===== src/rtl/mon_entry_pkg.sv =====
package mon_entry_pkg;

  typedef enum logic [1:0] {
    MODE_NONE      = 2'd0,
    MODE_HV        = 2'd1,
    MODE_BLANK_PU  = 2'd2,
    MODE_BLANK_PLL = 2'd3
  } mon_mode_e;

  typedef enum logic [2:0] {
    ST_WAIT   = 3'd0,
    ST_RD_HI  = 3'd1,
    ST_RD_LO  = 3'd2,
    ST_DECIDE = 3'd3,
    ST_SECRST = 3'd4,
    ST_RUN    = 3'd5
  } seq_state_e;

  // Entry decision: high voltage on IRQ wins; otherwise a blank vector
  // enters, with the PLL chosen by a low IRQ level.
  function automatic mon_mode_e classify(input logic hv_irq,
                                         input logic irq_high,
                                         input logic blank);
    if (hv_irq)        return MODE_HV;
    else if (!blank)   return MODE_NONE;
    else if (irq_high) return MODE_BLANK_PU;
    else               return MODE_BLANK_PLL;
  endfunction

  function automatic logic mode_is_blank_entry(input mon_mode_e m);
    return (m == MODE_BLANK_PU) || (m == MODE_BLANK_PLL);
  endfunction

  function automatic logic watchdog_off(input mon_mode_e m,
                                        input logic hv_irq_live,
                                        input logic hv_rst_live);
    if (mode_is_blank_entry(m)) return 1'b1;
    if (m == MODE_HV)           return hv_irq_live | hv_rst_live;
    return 1'b0;
  endfunction

endpackage


===== src/rtl/mon_sync.sv =====
module mon_sync #(
  parameter int WIDTH  = 1,
  parameter int STAGES = 2
) (
  input  logic             clk,
  input  logic             rst_n,
  input  logic [WIDTH-1:0] d,
  output logic [WIDTH-1:0] q
);
  logic [STAGES-1:0][WIDTH-1:0] stg;

  always_ff @(posedge clk or negedge rst_n) begin
    if (!rst_n) begin
      stg <= '0;
    end else begin
      stg[0] <= d;
      for (int s = 1; s < STAGES; s++) stg[s] <= stg[s-1];
    end
  end

  assign q = stg[STAGES-1];
endmodule


===== src/rtl/mon_seq.sv =====
module mon_seq
  import mon_entry_pkg::*;
#(
  parameter int              ADDR_W         = 16,
  parameter int              DATA_W         = 8,
  parameter int              SYNC_STAGES    = 2,
  parameter int              SEC_RST_CYCLES = 4,
  parameter logic [ADDR_W-1:0] VEC_HI_ADDR  = 16'hFFFE
) (
  input  logic              clk,
  input  logic              rst_n,
  input  logic              mem_valid_i,
  input  logic [DATA_W-1:0] mem_data_i,
  input  logic              want_sec_i,
  output logic              mem_req_o,
  output logic [ADDR_W-1:0] mem_addr_o,
  output logic              sample_evt_o,
  output logic              decide_evt_o,
  output logic [DATA_W-1:0] hi_byte_o,
  output logic [DATA_W-1:0] lo_byte_o,
  output logic              sec_rst_o
);
  localparam int MAXC = (SYNC_STAGES > SEC_RST_CYCLES) ? SYNC_STAGES : SEC_RST_CYCLES;
  localparam int CW   = $clog2(MAXC + 1);
  localparam logic [ADDR_W-1:0] VEC_LO_ADDR = VEC_HI_ADDR + 1'b1;

  seq_state_e    state;
  logic [CW-1:0] cnt;

  assign sample_evt_o = (state == ST_WAIT) && (cnt == CW'(SYNC_STAGES));
  assign decide_evt_o = (state == ST_DECIDE);
  assign mem_req_o    = (state == ST_RD_HI) || (state == ST_RD_LO);
  assign mem_addr_o   = (state == ST_RD_LO) ? VEC_LO_ADDR : VEC_HI_ADDR;
  assign sec_rst_o    = (state == ST_SECRST);

  always_ff @(posedge clk or negedge rst_n) begin
    if (!rst_n) begin
      state     <= ST_WAIT;
      cnt       <= '0;
      hi_byte_o <= '0;
      lo_byte_o <= '0;
    end else begin
      case (state)
        ST_WAIT: begin
          if (sample_evt_o) begin
            state <= ST_RD_HI;
            cnt   <= '0;
          end else begin
            cnt <= cnt + 1'b1;
          end
        end
        ST_RD_HI: if (mem_valid_i) begin
          hi_byte_o <= mem_data_i;
          state     <= ST_RD_LO;
        end
        ST_RD_LO: if (mem_valid_i) begin
          lo_byte_o <= mem_data_i;
          state     <= ST_DECIDE;
        end
        ST_DECIDE: begin
          cnt   <= '0;
          state <= want_sec_i ? ST_SECRST : ST_RUN;
        end
        ST_SECRST: begin
          if (cnt == CW'(SEC_RST_CYCLES - 1)) state <= ST_RUN;
          else                                cnt   <= cnt + 1'b1;
        end
        default: state <= ST_RUN;
      endcase
    end
  end

  // an open request keeps its address until it is answered
  a_r1_req_held: assert property (@(posedge clk) disable iff (!rst_n)
    mem_req_o && !mem_valid_i |=> mem_req_o && $stable(mem_addr_o));

  // the low byte is only read right after the high byte completed
  a_r1_hi_before_lo: assert property (@(posedge clk) disable iff (!rst_n)
    $rose(mem_addr_o == VEC_LO_ADDR) |-> $past(mem_valid_i));
endmodule


===== src/rtl/mon_decide.sv =====
module mon_decide
  import mon_entry_pkg::*;
#(
  parameter int DATA_W = 8
) (
  input  logic              clk,
  input  logic              rst_n,
  input  logic              sample_evt_i,
  input  logic              decide_evt_i,
  input  logic              irq_lvl_s_i,
  input  logic              irq_hv_s_i,
  input  logic              rst_hv_s_i,
  input  logic [DATA_W-1:0] hi_byte_i,
  input  logic [DATA_W-1:0] lo_byte_i,
  output logic              want_sec_o,
  output logic              mon_en_o,
  output logic              pll_en_o,
  output logic              cop_dis_o,
  output logic              portb_chk_o
);
  logic      irq_lvl_q, hv_snap_q;
  logic      mode_valid_q, blank_q;
  mon_mode_e mode_q, mode_calc;
  logic      blank_w;

  assign blank_w    = (&hi_byte_i) & (&lo_byte_i);
  assign mode_calc  = classify(hv_snap_q, irq_lvl_q, blank_w);
  assign want_sec_o = mode_is_blank_entry(mode_calc);

  always_ff @(posedge clk or negedge rst_n) begin
    if (!rst_n) begin
      irq_lvl_q    <= 1'b0;
      hv_snap_q    <= 1'b0;
      mode_valid_q <= 1'b0;
      blank_q      <= 1'b0;
      mode_q       <= MODE_NONE;
    end else begin
      if (sample_evt_i) begin
        irq_lvl_q <= irq_lvl_s_i;
        hv_snap_q <= irq_hv_s_i;
      end
      if (decide_evt_i && !mode_valid_q) begin
        mode_q       <= mode_calc;
        blank_q      <= blank_w;
        mode_valid_q <= 1'b1;
      end
    end
  end

  assign mon_en_o    = mode_valid_q && (mode_q != MODE_NONE);
  assign pll_en_o    = mode_valid_q && (mode_q == MODE_BLANK_PLL);
  assign portb_chk_o = mode_valid_q && (mode_q == MODE_HV);
  assign cop_dis_o   = mode_valid_q && watchdog_off(mode_q, irq_hv_s_i, rst_hv_s_i);

  // once taken, the decision never changes
  a_r10_mode_held: assert property (@(posedge clk) disable iff (!rst_n)
    mode_valid_q && $past(mode_valid_q) |-> $stable(mode_q));

  // PLL only ever runs with a blank vector
  a_r6_pll_needs_blank: assert property (@(posedge clk) disable iff (!rst_n)
    pll_en_o |-> blank_q && !hv_snap_q);

  // blank-vector entry keeps the watchdog off
  a_r8_cop_blank: assert property (@(posedge clk) disable iff (!rst_n)
    mode_valid_q && blank_q && !hv_snap_q |-> cop_dis_o);

  // high-voltage entry checks port B and leaves the PLL off
  a_r3_hv_entry: assert property (@(posedge clk) disable iff (!rst_n)
    mode_valid_q && hv_snap_q |-> mon_en_o && portb_chk_o && !pll_en_o);
endmodule


===== src/rtl/mon_entry_ctrl.sv =====
module mon_entry_ctrl
  import mon_entry_pkg::*;
#(
  parameter int                ADDR_W         = 16,
  parameter int                DATA_W         = 8,
  parameter int                SYNC_STAGES    = 2,
  parameter int                SEC_RST_CYCLES = 4,
  parameter logic [ADDR_W-1:0] VEC_HI_ADDR    = 16'hFFFE
) (
  input  logic              clk,
  input  logic              por_n,
  input  logic              irq_pin_i,
  input  logic              irq_hv_i,
  input  logic              rst_hv_i,
  output logic              mem_req_o,
  output logic [ADDR_W-1:0] mem_addr_o,
  input  logic [DATA_W-1:0] mem_data_i,
  input  logic              mem_valid_i,
  output logic              mon_en_o,
  output logic              pll_en_o,
  output logic              cop_dis_o,
  output logic              portb_chk_o,
  output logic              sec_rst_o
);
  logic [2:0]        pins_s;
  logic              sample_evt, decide_evt, want_sec;
  logic [DATA_W-1:0] hi_byte, lo_byte;

  mon_sync #(.WIDTH(3), .STAGES(SYNC_STAGES)) i_sync (
    .clk   (clk),
    .rst_n (por_n),
    .d     ({rst_hv_i, irq_hv_i, irq_pin_i}),
    .q     (pins_s)
  );

  mon_seq #(
    .ADDR_W(ADDR_W), .DATA_W(DATA_W), .SYNC_STAGES(SYNC_STAGES),
    .SEC_RST_CYCLES(SEC_RST_CYCLES), .VEC_HI_ADDR(VEC_HI_ADDR)
  ) i_seq (
    .clk          (clk),
    .rst_n        (por_n),
    .mem_valid_i  (mem_valid_i),
    .mem_data_i   (mem_data_i),
    .want_sec_i   (want_sec),
    .mem_req_o    (mem_req_o),
    .mem_addr_o   (mem_addr_o),
    .sample_evt_o (sample_evt),
    .decide_evt_o (decide_evt),
    .hi_byte_o    (hi_byte),
    .lo_byte_o    (lo_byte),
    .sec_rst_o    (sec_rst_o)
  );

  mon_decide #(.DATA_W(DATA_W)) i_decide (
    .clk          (clk),
    .rst_n        (por_n),
    .sample_evt_i (sample_evt),
    .decide_evt_i (decide_evt),
    .irq_lvl_s_i  (pins_s[0]),
    .irq_hv_s_i   (pins_s[1]),
    .rst_hv_s_i   (pins_s[2]),
    .hi_byte_i    (hi_byte),
    .lo_byte_i    (lo_byte),
    .want_sec_o   (want_sec),
    .mon_en_o     (mon_en_o),
    .pll_en_o     (pll_en_o),
    .cop_dis_o    (cop_dis_o),
    .portb_chk_o  (portb_chk_o)
  );

  // the secondary reset only follows a blank-vector monitor entry
  a_r7_sec_after_blank: assert property (@(posedge clk) disable iff (!por_n)
    sec_rst_o |-> mon_en_o && !portb_chk_o && cop_dis_o);

  // no read is issued while the secondary reset is requested
  a_r1_quiet_in_secrst: assert property (@(posedge clk) disable iff (!por_n)
    sec_rst_o |-> !mem_req_o);
endmodule


===== config.mk =====
export PLATFORM = sky130hd
export DESIGN_NAME = mon_entry_ctrl
export DESIGN_NICKNAME = d
export VERILOG_FILES = /design/src/rtl/mon_entry_pkg.sv /design/src/rtl/mon_sync.sv /design/src/rtl/mon_seq.sv /design/src/rtl/mon_decide.sv /design/src/rtl/mon_entry_ctrl.sv
export SDC_FILE = /design/constraint.sdc
export NUM_CORES = 1
export LEC_CHECK = 0
export BUFFER_PORTS_ARGS = -buffer_cell sky130_fd_sc_hd__buf_2
export CAP_MARGIN = 10
export CORE_ASPECT_RATIO = 1.75
export CORE_MARGIN = 8
export CORE_UTILIZATION = 35
export CTS_CLUSTER_DIAMETER = 80
export DETAILED_ROUTE_END_ITERATION = 6
export PLACE_DENSITY = 0.54
export SLEW_MARGIN = 5
export SYNTH_ARGS = -nofsm -noshare
export SYNTH_HDL_FRONTEND = slang
export SYNTH_SLANG_ARGS = --single-unit

===== constraint.sdc =====
create_clock -name clk -period 3.7 [get_ports clk]
set_input_delay 0.555 -clock clk [delete_from_list [all_inputs] [get_ports clk]]
set_output_delay 0.555 -clock clk [all_outputs]
set_load 0.03 [all_outputs]

### Yosys cells after proc, flatten, opt, wreduce, memory -nomap -nowiden

Index checks and enable logic that the tools add are counted.
Widths: inputs -> output; s select.

| storage, ports and cells | value |
|---|---|
| register bits | 33 |
| latch bits | 0 |
| bits in writable memories | 0 |
| ROM bits | 0 |
| input bits | 14 |
| output and inout bits | 22 |
| word-level logic and storage cells | 68 |
| memories | 0 |

| operators by class | value |
|---|---|
| add/sub/neg operators | 1 |
| multipliers | 0 |
| div/mod/pow operators | 0 |
| order comparisons | 0 |
| eq/ne operators | 16 |
| shift operators | 0 |
| multiplexer cells | 20 |
| bitwise gates (word level) | 2 |
| reduce and logical (&&, ||, !) cells | 19 |

Operator list:

| operator | count |
|---|---|
| $mux 3 | 6 |
| $reduce_and 8->1 | 2 |
| $pmux 3 s5 | 1 |
| $eq 3x2->1 const B | 4 |
| $mux 1 | 10 |
| $pmux 3 s3 | 1 |
| $eq 2x2->1 const B | 4 |
| $logic_and 1x1->1 | 6 |
| $ne 2x2->1 const B | 3 |
| $reduce_and 2->1 | 3 |
| $mux 2 | 2 |
| $ne 2x1->1 const B | 2 |
| $reduce_and 4->1 | 1 |
| $add 3x1->3 const B | 1 |
| $eq 3x1->1 const B | 1 |
| $eq 3x3->1 const B | 1 |
| $logic_not 3->1 | 1 |
| $logic_or 1x1->1 | 3 |
| $reduce_bool 3->1 | 1 |
| $eq 2x1->1 const B | 1 |
| $reduce_bool 2->1 | 1 |
| $and 1x1->1 | 1 |
| $logic_not 1->1 | 1 |
| $or 1x1->1 | 1 |

### Logic depth before layout (Yosys ltp)

| logic depth | value |
|---|---|
| depth after elaboration | 8 |
| mapped depth | 6 |
| depth with buffers taken out | 6 |

### Modules after synthesis

A second synthesis with hierarchy kept.

| unflattened totals | value |
|---|---|
| cell total of the unflattened synthesis | 125 |
| area, all modules | 1,564.0 um^2 |

Modules (own cells, without submodules):

| module | times used | cells an instance | area each (um^2) |
|---|---|---|---|
| mon_seq | 1 | 90 | 1,113.6 |
| mon_decide | 1 | 26 | 277.8 |
| mon_sync | 1 | 9 | 172.7 |

### Least setup slack after synthesis

Ideal clock, no wire load.

| path | value |
|---|---|
| kind | reg-to-output |
| start | reg i_seq.state[2] |
| end | out sec_rst_o |
| data arrival time | 1.232 ns |
| data required time | 3.145 ns |
| slack | 1.913 ns |
| cell stages (with the launch flop) | 4 |
| path buffers | 1 |
| cell sequence | dfrtp_1 > buf_4 > inv_1 > nor3_1 |

| between the ends | value |
|---|---|
| longest elaborated chain between the ends | 1 |

RTL lines:

| what | RTL line | text |
|---|---|---|
| from (decl) | mon_seq.sv:27 | `seq_state_e state;` |
| from (signal assigned) | mon_seq.sv:62 | `state <= want_sec_i ? ST_SECRST : ST_RUN;` |
| $eq 3x3->1 | mon_seq.sv:34 | `assign sec_rst_o = (state == ST_SECRST);` |
| to (decl) | mon_entry_ctrl.sv:23 | `output logic sec_rst_o` |

No other way between the ends.

### Worst setup path after layout

Same ends and word-level chain as after synthesis.

==> metrics.txt <==
slowest library cell on the worst path dfrtp_1; Logic pwr share 0.288; post-synth top area share 0.533; Die Area between 6000 and 7000 µm²; Area after DPL around 1600 µm²; Synth area leader dfrtp_1; DPL Wire Length ~2.2 mm; FILL cells ~440; cts bufs inserted 5; PD cells ~680 nW/µm²; synth top area cells dfrtp_1 (53%), buf_4 (7.7%), mux2_4 (7.7%); CTS H-tree lvls 2; Ports 36; post-CTS setup buffer count 0; crit end category primary output; Final setup viols 0; Syn Std Cell Area between 1500 and 2000 µm²; Die Y between 100 and 150 µm; HP Class in -> async; Core ar. 4320 µm²; overflow left after global routing 0; CTS Sinks 33; share of layout cells above drive strength 1 0.318; Clk Latency, worst-skew pair 280 ps; vias in the first global route between 1k and 1.5k; final wirelength approximately 2.8 mm; worst-margin pin slew around 730 ps; Leakage slightly above 0.8 nW; critical-path cell list inv_1 > nor3_1 > buf_2; CP Data Arrival Time 1380 ps; asr flop ratio synth 1.00; RSZ-0062 raised after global routing no; outcome complete, no violations; # rows 32; Hold-fix buffers, CTS 0; final worst path period share 0.523; Total Routing Usage GR 0.0879; post-route ant nets 0; CTS tree built; Req. time, crit path 3140 ps; max-cap violations 0; final instance area 1700 µm²; largest net degree at the start of global routing 34; synthesis-stage register bit count 33; Resized cells post-CTS 0; Sw Share 0.341; fin nets approximately 170; Crit Path Max Fanout 8; Wirelength per Cell around 14 µm; Sw Pwr 0.000393 W; Max-slew headroom 0.511; Crit Path Class reg -> out; drt first pass iters 4; mean post-synth cell area 12.1 µm²; Yosys warnings 0; Setup Skew 1.92 ps; Max VDD drop between 0.3 and 0.4 mV; maximum clock rate about 520 MHz; CP peak stage delay between 500 and 600 ps; Diodes inserted 0; Setup TNS Final 0 ps; number of flops mapped to enable cells by yosys 0; sequential share of power 0.489; clock power share 0.223; final RePlAce weighted congestion about 0.73; Iter 0 DRT Violations 30; Netlist cell types 28; DRC viols 0; Initial Util 0.359; Seq/Total Area, Yosys 0.533; Syn Inst Count between 100 and 150; antenna violations before repair 0; Port Buf Inserts 20; total number of vias 935; startpoint class of the critical path flip-flop; first-pass GRT wire length between 4 and 5 mm; synthesis-to-layout area growth 9.60%; Top FF cell, synth dfrtp_1; CTS Root Cell clkbuf_8; Pint 0.000760 W; min Tclk post-route between 1500 and 2000 ps; Final Hold Violating Endpoints 0; via/cell ratio ~4.6; Clock transition at path regs around 60 ps; Core Util, Final 0.393; Slew Limit Fails 0; clock buffer depth 2; Die Wd 66.3 µm; CP Buf/Inv Count 2; Top delay family on crit path flip-flops
==> cell type report <==
| cell class | count | area [µm²] | area share |
|---|---|---|---|
| Sequential cell | 33 | 826 | 0.486 |
| Inverter | 8 | 30.0 | 0.0177 |
| Clock buffer | 8 | 80.1 | 0.0471 |
| Tap cell | 51 | 63.8 | 0.0376 |
| Timing Repair Buffer | 20 | 100 | 0.0589 |
| Multi-Input combinational cell | 82 | 599 | 0.353 |
==> cells by family (layout without fill, tap and decap cells) <==
family | after synthesis | count (layout) | share of synthesized area
compound gates | 17 | 17 | 0.0638
mux | 18 | 18 | 0.150
fa+ha+maj | 3 | 3 | 0.0242
xor+xnor | 1 | 1 | 0.00565
buf+inv | 27 | 36 | 0.115
simple gates | 28 | 28 | 0.107
flops | 33 | 33 | 0.533
other cells | 1 | 15 | 0.00242
==> final timing paths <==
path	cells past startpoint	slack, ps	from	end
worst max-delay path	3	1770	i_seq.state[2]$_DFFE_PN0P_	sec_rst_o
worst min-delay path	1	330	por_n	i_sync.stg[2]$_DFF_PN0_
worst max register to register	4	2160	i_seq.lo_byte_o[4]$_DFFE_PN0P_	i_seq.state[0]$_DFFE_PN0P_
worst min register to register	0	350	i_sync.stg[2]$_DFF_PN0_	i_sync.q[2]$_DFF_PN0_
max in group asynchronous	1	2890	por_n	i_seq.hi_byte_o[7]$_DFFE_PN0P_
min in group clk	0	350	i_sync.stg[2]$_DFF_PN0_	i_sync.q[2]$_DFF_PN0_
==> sequential cells by signal, indices dropped and copies added (netlist names) <==
name,count
i_decide.mode_q,2
i_seq.state,3
i_sync.q,3
i_decide.mode_valid_q,1
i_sync.stg,3
i_seq.hi_byte_o,8
i_decide.hv_snap_q,1
i_seq.cnt,3
i_seq.lo_byte_o,8
i_decide.irq_lvl_q,1
==> power by group through the flow <==
stage / Combinational, W / Clock, W / Sequential [W]
3_3_place_gp: 0.000328 / 0 / 0.000564
2_1_floorplan: 0.000312 / 0 / 0.000526
4_1_cts: 0.000339 / 0.000270 / 0.000567
3_5_place_dp: 0.000338 / 0 / 0.000574
5_1_grt: 0.000377 / 0.000281 / 0.000584
6_report: 0.000332 / 0.000257 / 0.000564
==> layout by cell type, fill, tap and decap left out, types with 3 or more instances in the layout <==
cell type / n
a21oi_1: 6
buf_2: 20
clkbuf_1: 3
clkbuf_8: 5
conb_1: 15
dfrtp_1: 33
ha_1: 3
inv_1: 8
mux2_2: 10
mux2_4: 8
nand2_1: 10
nand4_1: 4
o21ai_0: 6
==> through the flow <==
step / total power (W) / hold WS, ps / std cells / worst slack (ps)
after global placement: 0.000892 / 331 / 194 / 2120
after detailed placement: 0.000912 / 336 / 194 / 2070
final: 0.00115 / 334 / 202 / 1770
after CTS: 0.00118 / 351 / 202 / 1760
after floorplan: 0.000838 / 259 / 142 / 1910
after global routing: 0.00124 / 354 / 202 / 1660
==> cell usage after synthesis, types with 3 or more instances <==
cell type  number
a21oi_1         6
buf_4          16
dfrtp_1        33
ha_1            3
inv_1           8
mux2_2         10
mux2_4          8
nand2_1        10
nand4_1         4
o21ai_0         6
==> routing by layer <==
| layer | track usage | up-vias | wire length, µm |
|---|---|---|---|
| li1 | - | 444 | - |
| met1 | 0.0930 | 459 | 1060 |
| met2 | 0.146 | 27 | 1430 |
| met3 | 0.0291 | 5 | 209 |
| met4 | 0.0461 | 0 | 61 |
| met5 | 0 | - | 0 |
Power figures use the tool's default switching activity.
